`src/rtl/page_rights_eval.sv`:
```
module page_rights_eval #(
  parameter int KEY_BITS = 5
) (
  input  logic                         clk,
  input  logic                         rst_n,
  input  logic                         req_valid,
  input  logic                         prob_state,
  input  logic                         seg_ks,
  input  logic                         seg_kp,
  input  logic                         seg_nx,
  input  logic                         pte_pp0,
  input  logic [1:0]                   pte_pp,
  input  logic                         pte_nx,
  input  logic                         pte_grd,
  input  logic [KEY_BITS-1:0]          pte_key,
  input  logic                         pte_ref,
  input  logic                         pte_chg,
  input  logic [(2<<KEY_BITS)-1:0]     amr,
  input  logic [(2<<KEY_BITS)-1:0]     iamr,
  input  logic                         key_prot_en,
  input  logic                         arch_new,
  input  logic [1:0]                   acc_kind,
  output logic                         rsp_valid,
  output logic                         rd_ok,
  output logic                         wr_ok,
  output logic                         ex_ok,
  output logic                         fault,
  output logic                         flt_noexec,
  output logic                         flt_prot,
  output logic                         flt_store,
  output logic                         flt_dkey,
  output logic                         flt_ikey,
  output logic                         want_ref,
  output logic                         want_chg
);
  localparam int SLOTS  = 1 << KEY_BITS;
  localparam int MASK_W = 2 * SLOTS;

  logic                use_k;
  logic [2:0]          ppv;
  logic [2:0]          pp_rwx;
  logic                nx_ok;
  logic [KEY_BITS-1:0] slot;
  logic [MASK_W-1:0]   amr_sh, iamr_sh;
  logic                key_r_ok, key_w_ok, key_x_ok;
  logic                is_fetch, is_store;
  logic                g_r, g_w, g_x, deny;
  logic                n_ng, n_prot, n_store, n_dkey, n_ikey, n_ref, n_chg, n_w;

  assign use_k = prob_state ? seg_kp : seg_ks;
  assign ppv   = {pte_pp0, pte_pp};

  always_comb begin
    pp_rwx = 3'b000;
    if (!use_k) begin
      case (ppv)
        3'd0, 3'd1, 3'd2: pp_rwx = 3'b111;
        3'd3, 3'd6:       pp_rwx = 3'b101;
        default:          pp_rwx = 3'b000;
      endcase
    end else begin
      case (ppv)
        3'd2:       pp_rwx = 3'b111;
        3'd1, 3'd3: pp_rwx = 3'b101;
        default:    pp_rwx = 3'b000;
      endcase
    end
  end

  assign nx_ok = !(pte_nx || pte_grd || seg_nx);

  assign slot    = ~pte_key;
  assign amr_sh  = amr  >> {slot, 1'b0};
  assign iamr_sh = iamr >> {slot, 1'b0};

  assign key_r_ok = !(key_prot_en && amr_sh[0]);
  assign key_w_ok = !(key_prot_en && amr_sh[1]);
  assign key_x_ok = !(key_prot_en && arch_new && iamr_sh[0]);

  assign is_fetch = (acc_kind == 2'b00);
  assign is_store = (acc_kind == 2'b10);

  assign g_r = pp_rwx[2] && key_r_ok;
  assign g_w = pp_rwx[1] && key_w_ok;
  assign g_x = pp_rwx[0] && nx_ok && key_x_ok;

  assign deny = is_fetch ? !g_x : (is_store ? !g_w : !g_r);

  assign n_ng    = deny && is_fetch && !nx_ok;
  assign n_prot  = deny && (is_fetch ? (nx_ok && !pp_rwx[0])
                                     : (is_store ? !pp_rwx[1] : !pp_rwx[2]));
  assign n_store = deny && is_store;
  assign n_dkey  = deny && !is_fetch && (is_store ? !key_w_ok : !key_r_ok);
  assign n_ikey  = deny && is_fetch && !key_x_ok;
  assign n_ref   = !deny && !pte_ref;
  assign n_chg   = !deny && is_store && !pte_chg;
  assign n_w     = g_w && (pte_chg || is_store);

  always_ff @(posedge clk) begin
    if (!rst_n) begin
      rsp_valid  <= 1'b0;
      rd_ok      <= 1'b0;
      wr_ok      <= 1'b0;
      ex_ok      <= 1'b0;
      fault      <= 1'b0;
      flt_noexec <= 1'b0;
      flt_prot   <= 1'b0;
      flt_store  <= 1'b0;
      flt_dkey   <= 1'b0;
      flt_ikey   <= 1'b0;
      want_ref   <= 1'b0;
      want_chg   <= 1'b0;
    end else begin
      rsp_valid <= req_valid;
      if (req_valid) begin
        rd_ok      <= g_r;
        wr_ok      <= n_w;
        ex_ok      <= g_x;
        fault      <= deny;
        flt_noexec <= n_ng;
        flt_prot   <= n_prot;
        flt_store  <= n_store;
        flt_dkey   <= n_dkey;
        flt_ikey   <= n_ikey;
        want_ref   <= n_ref;
        want_chg   <= n_chg;
      end
    end
  end
endmodule

```
`config.mk`:
```
export PLATFORM = sky130hd
export DESIGN_NAME = page_rights_eval
export DESIGN_NICKNAME = d
export VERILOG_FILES = /design/src/rtl/page_rights_eval.sv
export SDC_FILE = /design/constraint.sdc
export NUM_CORES = 1
export LEC_CHECK = 0
export BUFFER_PORTS_ARGS = -buffer_cell sky130_fd_sc_hd__buf_2
export CAP_MARGIN = 20
export CORE_MARGIN = 2
export CORE_UTILIZATION = 32
export CTS_CLUSTER_SIZE = 20
export DETAILED_ROUTE_END_ITERATION = 7
export HOLD_SLACK_MARGIN = 0.05
export PLACE_DENSITY = 0.84
export SYNTH_ARGS = -nofsm -noshare
export SYNTH_HDL_FRONTEND = slang
export SYNTH_SLANG_ARGS = --single-unit
export TNS_END_PERCENT = 30
```
`constraint.sdc`:
```
create_clock -name clk -period 1.76 [get_ports clk]
set_input_delay 0.088 -clock clk [delete_from_list [all_inputs] [get_ports clk]]
set_output_delay 0.088 -clock clk [all_outputs]
set_load 0.005 [all_outputs]
```
Yosys cells after proc, flatten, opt, wreduce, memory -nomap -nowiden --
Index checks and enable logic that the tools add are counted.
Cells by class: $add $sub $neg 0, multipliers 0, div/mod/pow operators 0, magnitude comparators 0, equality and inequality tests 5, shift-type cells 2, muxes and demuxes 9, bitwise gates (word level) 1, reductions and logical operators 42
Operators by type and width (number):
- 64-bit by 6-bit right shift with 1-bit output | 1
- 64-bit by 6-bit right shift with 2-bit output | 1
- 1-bit logical AND | 20
- 1-bit logical NOT | 14
- 3-bit one-hot mux with 2 select lines | 2
- 3-bit by 2-bit == test with 1-bit output, second input constant | 2
- 1-bit two-way mux | 6
- 5-bit inverter | 1
- 2-bit OR reduction | 2
- 3-bit by 1-bit == test with 1-bit output, second input constant | 1
- 3-bit == test, second input constant | 1
- 3-bit logical NOT | 1
- 1-bit logical OR | 3
- 3-bit two-way mux | 1
- 3-bit OR reduction | 1
- 2-bit == test, second input constant | 1
- 2-bit logical NOT | 1
Word-level totals: register bits after elaboration 12, latch bits 0, bits in writable memories 0, memory bits (read-only) 0, bits of input ports 151, output and inout bits 12, logic and storage cells 71, memories 0

Depth between registers and ports, before layout --
word-level depth 11, gate-level depth with buffers 8, gate-level depth less buffers 6

Worst setup path after synthesis --
Ideal clock, no wire load.
path type input-to-reg, from input port pte_key[0], to register want_ref, library setup time 0.122 ns, arrival time 1.770 ns, required time 1.638 ns, setup slack -0.133 ns, stages 7, buffers on the path 2, cell sequence buf_6 clkbuf_1 mux4_2 a22oi_1 o2111ai_2 a211oi_2 o31ai_2
Between the ends: longest elaborated chain between the ends 10, elaborated cells between the ends (all ways) 19, those cells by class shift: 2; mux: 2; bitwise: 1; reduce/logical: 14
RTL lines:
- start, declared | RTL line 15 | input logic [KEY_BITS-1:0] pte_key,
- 5-bit inverter (*) | RTL line 72 | assign slot = ~pte_key;
- 64-bit by 6-bit right shift with 2-bit output | RTL line 73 | assign amr_sh = amr >> {slot, 1'b0};
- 1-bit logical AND (on tied branches) | RTL line 76, 77
- 1-bit logical NOT (on tied branches) | RTL line 76, 77
- 1-bit logical AND (on tied branches) | RTL line 83, 84
- 1-bit logical NOT | RTL line 87 | assign deny = is_fetch ? !g_x : (is_store ? !g_w : !g_r);
- 1-bit two-way mux | RTL line 87
- 1-bit two-way mux (*) | RTL line 87
- 1-bit logical NOT (*) | RTL line 95 | assign n_ref = !deny && !pte_ref;
- 1-bit logical AND (*) | RTL line 95
- end signal, assigned | RTL line 125 | want_ref <= n_ref;
- end, declared | RTL line 33 | output logic want_ref,
Mark *: on every way between the ends. The rest lies on a longest branch, timed or not. A chain may end at the register's enable or synchronous reset.

Worst setup path in the final report --
from input port pte_key[0], to register fault
Between the ends: longest elaborated chain between the ends 8, elaborated cells between the ends (all ways) 17, those cells by class shift: 2; mux: 2; bitwise: 1; reduce/logical: 12
RTL lines:
- 5-bit inverter (*) | RTL line 72
- 64-bit by 6-bit right shift with 2-bit output | RTL line 73
- 1-bit logical AND (on tied branches) | RTL line 76, 77
- 1-bit logical NOT (on tied branches) | RTL line 76, 77
- 1-bit logical AND (on tied branches) | RTL line 83, 84
- 1-bit logical NOT | RTL line 87
- 1-bit two-way mux | RTL line 87
- 1-bit two-way mux (*) | RTL line 87
- end signal, assigned | RTL line 119 | fault <= deny;
- end, declared | RTL line 27 | output logic fault,
Marked as above.

==> key figures <==
Synthesis
  – Mapped cell area: 1520 µm²
  – Compound-gate portion of the synthesized area: 0.175
  – Post-synth ARST share: 0
  – Post-synth EDFFs: 0
  – Primary FF master, synth: dfxtp_1
  – XOR/XNOR share of the synthesized area: 0
  – Syn_nets: between 200 and 300
  – Synthesized instance count: 140
  – Most instantiated cells after synthesis: 25 x mux2i_1, 12 x dfxtp_1, 11 x mux4_2
  – Synth Area per Inst: around 11 µm²
  – Unique cell type count in the Yosys netlist: 39
  – Adder-cell share of the synthesized area: 0
  – Post-synthesis sequential area ratio: 0.158
  – Main combinational cell family by area after synthesis: multiplexers
  – Count leader, synth: mux2i_1
  – FF+latch count, synth: 12
  – Area share of the largest cell type after synthesis: 0.164
  – Warnings from Yosys: 0
  – Area leader, netlist: mux2i_1
  – Area contributors post-synth: mux2i_1 16%, mux4_2 16%, dfxtp_1 16%, mux4_1 14%, buf_6 3.0%
  – Post-synthesis mux area share: 0.472
  – Post-synthesis simple-gate area fraction: 0.131

Power
  – VDD IR max: around 0.26 mV
  – Static leakage: approximately 1.2 nW
  – Tot Pwr: between 1 and 1.5 mW
  – PD cells: ~450 nW/µm²

Final layout
  – # nets final: between 400 and 500
  – FILL cells: roughly 420
  – FF/Latch Area: 240 µm²
  – Finished Cell Area: 2390 µm²
  – Final std cells w/o fill: around 330
  – Area grow syn2layout: 57.1%
  – Multi-input gate area: around 1200 µm²
  – N_diodes: 0
  – Share of cells above drive strength 1: 0.635

Timing
  – Fin crit share: 0.940
  – Worst slew margin: 0.726
  – Final hold violation count: 0
  – Worst slew pin tran: approximately 400 ps
  – RSZ-0062 raised after global routing: false
  – Slew Limit Fails: 0
  – F_max: around 0.60 GHz
  – Clock Skew: 0 ps
  – WHS: approximately 140 ps
  – Sum of negative setup slack: 0 ps
  – Minimum clock period: between 1500 and 2000 ps
  – Setup Viol. Count Final: 0

CTS
  – CTS H-Tree Depth: 1
  – CTS tree: done
  – CTS clk-pin slew, worst paths: 60 ps
  – CTS sink cnt: 12
  – Clock root buffer master: clkbuf_8
  – Longest Clk Path Bufs: 2
  – Worst skew pair latency: between 200 and 250 ps
  – Cts bufs inserted: 3

Routing
  – Vias/cell: between 5 and 6
  – Routed Antenna Nets: 0
  – Initial DRC count: 46
  – Wire per inst: 14.8 µm
  – Vias: 1745
  – Drt total wl: ~5000 µm
  – DRT Pass-1 Iters: 4
  – Remaining DRCs: 0

Setup path
  – Worst-path fanout max: 10
  – Crit path cell chain: buf_12 -> mux4_2 -> a22o_1 -> a311oi_2 -> o21ai_1 -> o2bb2ai_2 -> o31a_1
  – Critical path buffers and inverters: 1
  – Slowest stage cell, crit path: mux4_2
  – CP Class: in -> reg
  – CP Data Required Time: 1900 ps
  – Startpoint class of the critical path: input pin
  – Setup crit end kind: flop
  – CP max stage delay: approximately 500 ps
  – CP top delay family: compound AO/OA/AOI/OAI gates
  – Worst path arrival time: 1790 ps

GRT
  – Initial antenna violation count: 0
  – Gr ovfl total: 0
  – Gr usage total: 0.178
  – Global-route wire length before repair: ~7500 µm
  – Vias in the first global route: around 1700
  – Largest net degree at the start of global routing: 13

Floorplan
  – Core Rows: 25
  – I/O Pins: ~160
  – Die H: between 70 and 80 µm
  – Die area: 5330 µm²
  – Core box area: about 4700 µm²
  – Die Wd: between 70 and 80 µm
  – Initial Util: 0.327

Placement
  – IO Port Bufs: 130
  – Cells after DPL: approximately 320
  – HPWL after detailed placement: 4080 µm
  – Placed Area: between 2000 and 2500 µm²
  – Final Wtd Congestion: 0.809

Flow run
  – Maxcap violations: 0

Status
  – Status: completed

Min path
  – Hold/Removal Path Class: in -> reg
==> cell families (layout without fill, tap and decap cells) <==
logic type	Yosys count	count (layout)
mux	45	45
buf+inv	15	149
simple gates	37	37
flops	12	12
compound gates	31	31
==> layout make-up <==
class | instances | area share
multi-input combinational | 113 | 0.508
timing repair buffer | 141 | 0.334
sequential | 12 | 0.100
tap | 54 | 0.0282
clock buffer | 4 | 0.0230
inverter | 4 | 0.00627
==> metal layers <==
metal | GRT usage | vias to the layer above | wire length (µm)
met1 | 0.196 | 824 | 1820
met3 | 0.0262 | 4 | 311
met4 | 0.0350 | 0 | 26
met5 | 0 | - | 0
li1 | - | 829 | -
met2 | 0.355 | 88 | 2710
==> repair_timing <==
| item | CTS | global route |
|---|---|---|
| resized for setup | 4 | 15 |
| setup endpoints to repair | 8 | 8 |
| pin swaps | 1 | 6 |
| gates cloned | 1 | 0 |
| setup buffers | 0 | 1 |
| hold buffers | 0 | 0 |
==> power breakdown <==
group	internal, mW	switching (mW)
logic	0.287	0.195
clock network	0.198	0.105
registers	0.284	0.00557
==> through the flow <==
step / utilization / setup WS [ps]
after floorplan: - / -92.5
after global placement: 0.481 / -376
after detailed placement: 0.481 / -439
after CTS: 0.502 / -14.9
after global routing: 0.514 / 7.04
final: 0.514 / 105
==> worst reg2reg max path, cell delays in order (launching register included) <==
cell and delay, ps:
dfxtp_1 310, nand2_1 60, o21ai_0 70, and2_1 160
==> flip-flops by register name, indices dropped and copies added, names as in the netlist <==
register and flops:
flt_dkey 1, rd_ok 1, fault 1, ex_ok 1, flt_store 1, rsp_valid 1
flt_noexec 1, want_chg 1, flt_ikey 1, flt_prot 1, want_ref 1, wr_ok 1
==> cell usage in the layout, fill, tap and decap left out, drive strengths merged, types with 2 or more instances in the layout <==
| cell | instances |
|---|---|
| a21boi | 4 |
| a21oi | 2 |
| a22o | 2 |
| a22oi | 3 |
| and2 | 7 |
| buf | 141 |
| clkbuf | 4 |
| dfxtp | 12 |
| inv | 4 |
| mux2i | 25 |
| mux4 | 19 |
| nand2 | 8 |
| nand2b | 2 |
| nand3 | 3 |
| nor2 | 5 |
| nor2b | 6 |
| o211ai | 2 |
| o21ai | 3 |
| o2bb2ai | 5 |
| or3 | 2 |
==> final timing paths <==
path	start	end	slack [ps]	cells after the start
setup / recovery	pte_key[0]	fault$_SDFFE_PN0P_	100	7
hold / removal	pte_ref	want_ref$_SDFFE_PN0P_	140	3
setup reg to reg	rd_ok$_SDFFE_PN0P_	rd_ok$_SDFFE_PN0P_	1060	3
hold reg to reg	wr_ok$_SDFFE_PN0P_	wr_ok$_SDFFE_PN0P_	470	2
(Power assumes the default switching activity.)
